File: config.mk
export PLATFORM = sky130hd
export DESIGN_NAME = quad_addr_seq
export DESIGN_NICKNAME = d
export VERILOG_FILES = /design/src/rtl/qa_pkg.sv /design/src/rtl/qa_ibuf.sv /design/src/rtl/qa_decode.sv /design/src/rtl/qa_alu.sv /design/src/rtl/quad_addr_seq.sv
export SDC_FILE = /design/constraint.sdc
export NUM_CORES = 1
export LEC_CHECK = 0
export CORE_UTILIZATION = 50
export CTS_CLUSTER_SIZE = 8
export DETAILED_ROUTE_END_ITERATION = 10
export PLACE_DENSITY = 0.68
export SYNTH_ARGS = -nofsm -noshare
export SYNTH_HDL_FRONTEND = slang
export SYNTH_HIERARCHICAL = 1
export SYNTH_SLANG_ARGS = --single-unit
File: constraint.sdc
create_clock -name clk -period 14.28 [get_ports clk]
set_input_delay 2.856 -clock clk [delete_from_list [all_inputs] [get_ports clk]]
set_output_delay 2.856 -clock clk [all_outputs]
set_load 0.05 [all_outputs]
File: src/rtl/qa_pkg.sv
package qa_pkg;

  typedef enum logic [2:0] {
    ST_IDLE,
    ST_FETCH,
    ST_DECODE,
    ST_SRCA,
    ST_SRCB,
    ST_STORE
  } qa_state_e;

  typedef enum logic [1:0] {
    FN_ADD,
    FN_SUB,
    FN_AND,
    FN_OR
  } qa_fn_e;

  localparam int unsigned QA_OPC_W = 8;

  localparam logic [QA_OPC_W-1:0] OPC_ADD  = 8'h01;
  localparam logic [QA_OPC_W-1:0] OPC_SUB  = 8'h02;
  localparam logic [QA_OPC_W-1:0] OPC_AND  = 8'h03;
  localparam logic [QA_OPC_W-1:0] OPC_OR   = 8'h04;
  localparam logic [QA_OPC_W-1:0] OPC_HALT = 8'hFF;

endpackage

File: src/rtl/qa_ibuf.sv
// Instruction byte buffer: one enabled byte lane per instruction byte.
module qa_ibuf #(
  parameter int NB = 13
) (
  input  logic                  clk,
  input  logic                  rst_n,
  input  logic                  wr_en,
  input  logic [$clog2(NB)-1:0] wr_idx,
  input  logic [7:0]            wr_byte,
  output logic [NB*8-1:0]       word
);

  localparam int IW = $clog2(NB);

  generate
    for (genvar g = 0; g < NB; g++) begin : g_lane
      logic       lane_en;
      logic [7:0] lane_q;

      assign lane_en = wr_en && (wr_idx == IW'(g));

      always_ff @(posedge clk or negedge rst_n) begin
        if (!rst_n) begin
          lane_q <= '0;
        end else if (lane_en) begin
          lane_q <= wr_byte;
        end
      end

      assign word[g*8 +: 8] = lane_q;
    end
  endgenerate

endmodule

File: src/rtl/qa_decode.sv
// Splits the fetched instruction into code and four address fields.
module qa_decode
  import qa_pkg::*;
#(
  parameter int AW = 24
) (
  input  logic [QA_OPC_W+4*AW-1:0] insn,
  output logic [AW-1:0]            dst_addr,
  output logic [AW-1:0]            srca_addr,
  output logic [AW-1:0]            srcb_addr,
  output logic [AW-1:0]            next_addr,
  output qa_fn_e                   fn,
  output logic                     is_halt,
  output logic                     is_arith
);

  logic [QA_OPC_W-1:0] opc;

  assign opc       = insn[QA_OPC_W-1:0];
  assign dst_addr  = insn[QA_OPC_W + 0*AW +: AW];
  assign srca_addr = insn[QA_OPC_W + 1*AW +: AW];
  assign srcb_addr = insn[QA_OPC_W + 2*AW +: AW];
  assign next_addr = insn[QA_OPC_W + 3*AW +: AW];

  always_comb begin
    fn       = FN_ADD;
    is_halt  = 1'b0;
    is_arith = 1'b0;
    case (opc)
      OPC_ADD:  begin fn = FN_ADD; is_arith = 1'b1; end
      OPC_SUB:  begin fn = FN_SUB; is_arith = 1'b1; end
      OPC_AND:  begin fn = FN_AND; is_arith = 1'b1; end
      OPC_OR:   begin fn = FN_OR;  is_arith = 1'b1; end
      OPC_HALT: is_halt = 1'b1;
      default:  ;
    endcase
  end

endmodule

File: src/rtl/qa_alu.sv
// Word-wide combining unit.
module qa_alu
  import qa_pkg::*;
#(
  parameter int DW = 32
) (
  input  logic [DW-1:0] a,
  input  logic [DW-1:0] b,
  input  qa_fn_e        fn,
  output logic [DW-1:0] y
);

  always_comb begin
    case (fn)
      FN_ADD:  y = a + b;
      FN_SUB:  y = a - b;
      FN_AND:  y = a & b;
      default: y = a | b;
    endcase
  end

endmodule

File: src/rtl/quad_addr_seq.sv
module quad_addr_seq
  import qa_pkg::*;
#(
  parameter int AW = 24,
  parameter int DW = 32
) (
  input  logic          clk,
  input  logic          rst_n,
  input  logic          start_i,
  input  logic [AW-1:0] start_addr_i,
  output logic          busy_o,
  output logic          done_o,
  output logic          err_o,
  output logic          mem_req_o,
  output logic          mem_we_o,
  output logic [AW-1:0] mem_addr_o,
  output logic [7:0]    mem_wdata_o,
  input  logic [7:0]    mem_rdata_i
);

  localparam int NB  = (QA_OPC_W + 4*AW) / 8;  // instruction bytes
  localparam int OB  = DW / 8;                 // operand bytes
  localparam int CW  = $clog2(NB);
  localparam int SW  = $clog2(OB);

  // ---------------- reset: asserted at once, released on the clock
  logic rst_q1, rst_sync_n;

  always_ff @(posedge clk or negedge rst_n) begin
    if (!rst_n) begin
      rst_q1     <= 1'b0;
      rst_sync_n <= 1'b0;
    end else begin
      rst_q1     <= 1'b1;
      rst_sync_n <= rst_q1;
    end
  end

  // ---------------- state
  qa_state_e      state, state_n;
  logic           phase, phase_n;
  logic [CW-1:0]  cnt, cnt_n;
  logic [AW-1:0]  pc, pc_n;
  logic           pc_en;
  logic [DW-1:0]  opa, opb;
  logic           opa_we, opb_we, ibuf_we;
  logic           done_q, done_n, err_q, err_n;

  // ---------------- sub-blocks
  logic [NB*8-1:0] insn;
  logic [AW-1:0]   dst_addr, srca_addr, srcb_addr, next_addr;
  qa_fn_e          fn;
  logic            is_halt, is_arith;
  logic [DW-1:0]   res;

  qa_ibuf #(.NB(NB)) i_ibuf (
    .clk     (clk),
    .rst_n   (rst_sync_n),
    .wr_en   (ibuf_we),
    .wr_idx  (cnt),
    .wr_byte (mem_rdata_i),
    .word    (insn)
  );

  qa_decode #(.AW(AW)) i_decode (
    .insn      (insn),
    .dst_addr  (dst_addr),
    .srca_addr (srca_addr),
    .srcb_addr (srcb_addr),
    .next_addr (next_addr),
    .fn        (fn),
    .is_halt   (is_halt),
    .is_arith  (is_arith)
  );

  qa_alu #(.DW(DW)) i_alu (
    .a  (opa),
    .b  (opb),
    .fn (fn),
    .y  (res)
  );

  // ---------------- memory port
  logic [AW-1:0] base_addr;
  logic          rd_slot;

  always_comb begin
    case (state)
      ST_SRCA:  base_addr = srca_addr;
      ST_SRCB:  base_addr = srcb_addr;
      ST_STORE: base_addr = dst_addr;
      default:  base_addr = pc;
    endcase
  end

  assign rd_slot     = (state == ST_FETCH) || (state == ST_SRCA) || (state == ST_SRCB);
  assign mem_req_o   = (rd_slot && !phase) || (state == ST_STORE);
  assign mem_we_o    = (state == ST_STORE);
  assign mem_addr_o  = base_addr + AW'(cnt);
  assign mem_wdata_o = res[{cnt[SW-1:0], 3'b000} +: 8];

  assign busy_o = (state != ST_IDLE);
  assign done_o = done_q;
  assign err_o  = err_q;

  // ---------------- next state
  always_comb begin
    state_n = state;
    phase_n = phase;
    cnt_n   = cnt;
    pc_n    = pc;
    pc_en   = 1'b0;
    opa_we  = 1'b0;
    opb_we  = 1'b0;
    ibuf_we = 1'b0;
    done_n  = done_q;
    err_n   = err_q;

    case (state)
      ST_IDLE: begin
        if (start_i) begin
          state_n = ST_FETCH;
          phase_n = 1'b0;
          cnt_n   = '0;
          pc_n    = start_addr_i;
          pc_en   = 1'b1;
          done_n  = 1'b0;
          err_n   = 1'b0;
        end
      end

      ST_FETCH: begin
        phase_n = !phase;
        if (phase) begin
          ibuf_we = 1'b1;
          if (cnt == CW'(NB-1)) begin
            cnt_n   = '0;
            state_n = ST_DECODE;
          end else begin
            cnt_n = cnt + 1'b1;
          end
        end
      end

      ST_DECODE: begin
        cnt_n   = '0;
        phase_n = 1'b0;
        if (is_arith) begin
          state_n = ST_SRCA;
        end else begin
          state_n = ST_IDLE;
          done_n  = is_halt;
          err_n   = !is_halt;
        end
      end

      ST_SRCA, ST_SRCB: begin
        phase_n = !phase;
        if (phase) begin
          opa_we = (state == ST_SRCA);
          opb_we = (state == ST_SRCB);
          if (cnt == CW'(OB-1)) begin
            cnt_n   = '0;
            state_n = (state == ST_SRCA) ? ST_SRCB : ST_STORE;
          end else begin
            cnt_n = cnt + 1'b1;
          end
        end
      end

      ST_STORE: begin
        if (cnt == CW'(OB-1)) begin
          cnt_n   = '0;
          phase_n = 1'b0;
          state_n = ST_FETCH;
          pc_n    = next_addr;
          pc_en   = 1'b1;
        end else begin
          cnt_n = cnt + 1'b1;
        end
      end

      default: state_n = ST_IDLE;
    endcase
  end

  // ---------------- registers
  always_ff @(posedge clk or negedge rst_sync_n) begin
    if (!rst_sync_n) begin
      state  <= ST_IDLE;
      phase  <= 1'b0;
      cnt    <= '0;
      done_q <= 1'b0;
      err_q  <= 1'b0;
    end else begin
      state  <= state_n;
      phase  <= phase_n;
      cnt    <= cnt_n;
      done_q <= done_n;
      err_q  <= err_n;
    end
  end

  always_ff @(posedge clk or negedge rst_sync_n) begin
    if (!rst_sync_n) begin
      pc <= '0;
    end else if (pc_en) begin
      pc <= pc_n;
    end
  end

  always_ff @(posedge clk or negedge rst_sync_n) begin
    if (!rst_sync_n) begin
      opa <= '0;
      opb <= '0;
    end else begin
      if (opa_we) opa[{cnt[SW-1:0], 3'b000} +: 8] <= mem_rdata_i;
      if (opb_we) opb[{cnt[SW-1:0], 3'b000} +: 8] <= mem_rdata_i;
    end
  end

  // ---------------- assertions

  reset_quiet_chk: assert property (@(posedge clk) disable iff (!rst_sync_n)
    !busy_o |-> !mem_req_o);


  start_fetch_chk: assert property (@(posedge clk) disable iff (!rst_sync_n)
    (!busy_o && start_i) |=> (mem_req_o && !mem_we_o && mem_addr_o == $past(start_addr_i)));


  read_gap_chk: assert property (@(posedge clk) disable iff (!rst_sync_n)
    (mem_req_o && !mem_we_o) |=> !mem_req_o);


  we_has_req_chk: assert property (@(posedge clk) disable iff (!rst_sync_n)
    mem_we_o |-> mem_req_o);


  store_seq_chk: assert property (@(posedge clk) disable iff (!rst_sync_n)
    (mem_we_o && $past(mem_we_o)) |-> (mem_addr_o == $past(mem_addr_o) + AW'(1)));


  done_idle_chk: assert property (@(posedge clk) disable iff (!rst_sync_n)
    done_o |-> (!busy_o && !err_o));


  err_idle_chk: assert property (@(posedge clk) disable iff (!rst_sync_n)
    $rose(err_o) |-> (!busy_o && !mem_req_o));


  busy_start_chk: assert property (@(posedge clk) disable iff (!rst_sync_n)
    (busy_o && start_i && mem_req_o && !mem_we_o) |=> !mem_req_o);

endmodule

Word-level counts from Yosys, hierarchy flattened. Index checks and enable logic that the tools add are counted.

Register bits after elaboration: 204. Output and inout bits: 37. Word-level logic and storage cells: 140. Bits of input ports: 35.

Shift operators: 3. Add/subtract/negate cells: 5. Reductions and logical operators: 35. Equal/unequal tests: 31. Bitwise logic cells: 2. Muxes and demuxes: 41.

Operators by type and width (count): $pmux W32 S3 (1); $pmux W24 S3 (1); $bwmux W32 (2); $mux W24 (2); $pmux W24 S2 (1); $add A32 B32 Y32 (1); $and A32 B32 Y32 (1); $or A32 B32 Y32 (1); $shift A8 B7 Y32 const A (1); $shiftx A32 B6 Y8 (1); $shiftx A8 B7 Y32 (1); $sub A32 B32 Y32 (1); $add A24 B4 Y24 (1); $eq A4 B4 Y1 const B (5); $mux W4 (5); $pmux W4 S5 (1); $mux W3 (6); $eq A4 B3 Y1 const B (4); $eq A8 B2 Y1 const B (2); $mux W1 (15); $pmux W3 S5 (1); $logic_and A1 B1 Y1 (14); $ne A2 B2 Y1 const B (5); $eq A4 B2 Y1 const B (2); 31 further kinds (42).

Logic depth before layout (Yosys ltp).
Depth after elaboration: 5. Depth in mapped cells: 18.

Hierarchy. The synthesis kept the hierarchy.

Modules (own cells, without submodules): quad_addr_seq (sequential area each 2502.4 sq um, instances 1, area each 6144.6 sq um, cells each 621); qa_ibuf (sequential area each 2602.5 sq um, instances 1, area each 4061.4 sq um, cells each 240); qa_alu (sequential area each 0.0 sq um, instances 1, area each 3113.0 sq um, cells each 460); qa_decode (sequential area each 0.0 sq um, instances 1, area each 808.3 sq um, cells each 107).

Worst setup path after synthesis. No wires, ideal clock.

Path type: flip-flop to output port. Start point: register i_ibuf.g_lane[0].lane_q[4]. End point: output mem_wdata_o[5]. Cell stages (with the launch flop): 18. Setup slack: 6487 ps. Data arrival time: 4937 ps. Path buffers: 3. Path through: dfrtp_1 or4_4 a211oi_1 clkbuf_1 nand2b_1 clkbuf_1 o41ai_1 xor2_1 ha_1 buf_6 a21o_1 a21o_1 a221o_1 a311o_1 a31o_2 a21o_1 a311o_1 mux4_2.

Longest elaborated chain between the ends: 5. Elaborated cells on any way between the ends: 9. Those cells by class: 5 x eq/ne; 1 x shift; 2 x mux; 1 x reduce/logical.

RTL lines: start, declared (line qa_ibuf.sv:18) `logic [7:0] lane_q;`; start signal, assigned (line qa_ibuf.sv:26) `lane_q <= wr_byte;`; $eq A8 B3 Y1 or $eq A8 B2 Y1 (tied branches) (line qa_decode.sv:29) `case (opc)`; $pmux W2 S3 (*) (line qa_decode.sv:29); net fn[1] (line quad_addr_seq.sv:52) `qa_fn_e fn;`; $eq A2 B2 Y1 (tied with other cells) (line qa_alu.sv:14) `case (fn)`; $pmux W32 S3 (*) (line qa_alu.sv:14); net res[29] (line quad_addr_seq.sv:54) `logic [DW-1:0] res;`; $shiftx A32 B6 Y8 (*) (line quad_addr_seq.sv:100) `assign mem_wdata_o = res[{cnt[SW-1:0], 3'b000} +: 8];`; end, declared (line quad_addr_seq.sv:17) `output logic [7:0] mem_wdata_o,`.

The timed path passes the listed nets; every way through them passes the cells marked *.

Worst setup path after layout. Same ends and word-level chain as after synthesis.

==> impl_results.md <==
* Ys flop type: dfrtp_1
* First-pass GRT wire length at approximately 56000 um
* Core area at 27800 um^2
* Worst-Margin Slew at 1.10 ns
* Count of buffers from port buffering at a little over 70
* Avg WL per Cell at 19.9 um
* Setup TNS at 0 ns
* Die height at roughly 170 um
* Total CTS buffers at 29
* Layout Area Growth over Synthesis at 7.46%
* Cell Rows at 61
* Sink Count at just over 200
* Tightest Hold Check Type: reg2reg
* Final core occ at 54.6%
* Critical Path Start Type: flip-flop
* Fraction of registers with async set/reset at 100%
* Top post-synthesis cells by count: 204 x dfrtp_1, 149 x mux2_2, 117 x nand2_1
* Clock Tree Buf Depth at 3
* Die width at between 150 and 200 um
* WP data arrival at just under 7 ns
* MaxCap Viol Count at 0
* RSZ-0062 raised after global routing: false
* Vias in the first global route at between 10k and 15k
* DR pass1 iterations at 5
* Reg2Reg Setup Slack at 11.04 ns
* Final hold violation count at 0
* Number of routed nets with antenna violations at 0
* #FFs+latches synth at between 200 and 250
* Initial DRC count at 815
* Final Critical Period at about 9.6 ns
* Synth cell types at 84
* Final worst path period share at about two thirds
* Synth Warn # at 6
* Slew HR at between 20% and 30%
* Setup Skew at 0.0218 ns
* Post-Route WL at roughly 35000 um
* I/O pin cnt at around 70
* Largest net degree at the start of global routing at 81
* GR Util All Layers at 24.7%
* Cell Area, Synth at 14100 um^2
* CP max FO at between 70 and 80
* Crit Path Category: reg2out
* Clock Tree Root: clkbuf_16
* Dpl hpwl at between 20000 and 30000 um
* Congestion Overflow GR at 0
* Status: complete, no violations
* Vias per cell at ~6
* Starting Density at about half
* Fmax at ~100 MHz
* Hold buffer count at cts at 0
* CTS tree: built
* Syn_nets at between 1.5k and 2k
* Average cell area after synthesis at about 9.9 um^2
* Setup Buffers After CTS at 0
* Initial antenna violation count at 1
* Layout cell share with drive strength beyond 1 at 18.6%
* # DRC at 0
* Final setup vio count at 0
* CP Capture Type: output port
* # nets final at around 1.5k
* Clock slew at reported path FFs at roughly 0.050 ns
* Max Transition Viols Final at 0
* Sequential-to-total area share from yosys stat at between 30% and 40%
* H-tree depth at 1
* Mapped Cells at ~1.4k
* Top-count cell post-synth: dfrtp_1
* Gpl congestion at 0.889
* DR vias at approximately 10k
* DIE AREA at 28900 um^2
* Post-CTS Resized at 0
* Clk_lat worst skew at ~0.53 ns
* Post-synth EDFFs at 0
* Crit path required time at around 11 ns
* Fillers at roughly 2.5k
* Synth top area share at a little over a third
* Largest area contributor in the netlist: dfrtp_1
* Synth area leaders: dfrtp_1 36%, mux2_2 12%, buf_4 5.5%
==> critical path: stages (launching register included) <==
cell and delay, ns:
dfrtp_1 0.39, or4_4 0.59, a211oi_4 0.19, buf_4 0.57
nand2b_1 0.47, o21ai_0 0.22, xor2_1 0.19, ha_1 0.37
nand2_1 0.23, o21a_1 0.22, nor3_1 0.06, a221o_1 0.26
a311o_1 0.37, a31o_2 0.31, a21o_1 0.19, a311o_1 0.35
mux4_2 0.46, clkdlybuf4s50_1 0.71
==> per-layer routing <==
layer | up-vias | global-route usage [%] | share of wire (%)
li1 | 4938 | - | -
met1 | 5034 | 35.0 | 47
met2 | 294 | 40.2 | 47
met3 | 58 | 2.30 | 4.3
met4 | 0 | 7.13 | 2.2
met5 | - | 0 | 0
==> final timing paths <==
kind                                                        startpoint                                      to  depth (start not counted)
worst max-delay path            i_ibuf/g_lane[0].lane_q[4]$_DFFE_PN0P_                          mem_wdata_o[5]                         17
worst min-delay path                                  rst_q1$_DFF_PN0_                    rst_sync_n$_DFF_PN0_                          0
worst max register to register                    state[0]$_DFFE_PN0P_  i_ibuf/g_lane[3].lane_q[2]$_DFFE_PN0P_                          6
worst min register to register                        rst_q1$_DFF_PN0_                    rst_sync_n$_DFF_PN0_                          0
max in group asynchronous                                        rst_n                    rst_sync_n$_DFF_PN0_                          1
min in group asynchronous                         rst_sync_n$_DFF_PN0_                    state[1]$_DFFE_PN0P_                          0
==> state kept, by name, indices dropped and copies added, names as in the netlist, 3 cells and up <==
register	count
cnt	4
i_ibuf/g_lane.lane_q	104
opa	32
opb	32
pc	24
state	3
==> kinds of logic after synthesis <==
kind of cell    share of synthesized area, %
other cells                           0.0265
buf+inv                                 8.09
flops                                   36.1
mux                                     18.3
simple gates                            13.2
fa+ha+maj                               6.02
xor+xnor                                4.58
compound gates                          13.7
==> through the flow <==
step / hold WS [ns] / instances / cell area (um^2) / setup slack, ns
global placement: 0.338 / 1732 / 14400 / 5.39
finish: 0.352 / 1765 / 15200 / 4.68
global route: 0.364 / 1764 / 15200 / 4.41
detailed placement: 0.340 / 1732 / 14400 / 5.29
floorplan: 0.331 / 1428 / 14100 / 6.49
CTS: 0.355 / 1764 / 15200 / 4.70
==> final cells by class <==
type | count | area, um^2 | share of cell area [%]
sequential | 204 | 5110 | 33.7
tap | 378 | 473 | 3.12
antenna | 1 | 2.50 | 0.0165
multi-input combinational | 1041 | 7910 | 52.1
timing repair buffer | 89 | 846 | 5.57
clock inverter | 1 | 30.0 | 0.198
inverter | 20 | 75.1 | 0.495
clock buffer | 31 | 733 | 4.83
==> cell usage in the layout (no fill, tap or decap), types with 7 or more instances in the layout <==
master,instances
a211oi_1,7
a21o_1,25
a21oi_1,80
a22oi_1,8
a31oi_1,10
buf_4,18
clkbuf_16,29
clkdlybuf4s50_1,71
dfrtp_1,202
ha_1,44
inv_1,20
maj3_1,26
mux2_2,149
mux2_4,16
mux2i_1,48
mux4_2,8
nand2_1,117
nand2b_1,29
nand3_1,21
nand4_1,9
nor2_1,105
nor2b_1,13
nor3_1,13
nor4_1,10
o211ai_1,12
o21a_1,7
o21ai_0,83
o2bb2ai_1,7
o31ai_1,9
xnor2_1,44
xor2_1,28
Power is left out: the tool's default activity adds up to more than one toggle a clock period on the data nets, which glitch-free logic cannot reach.
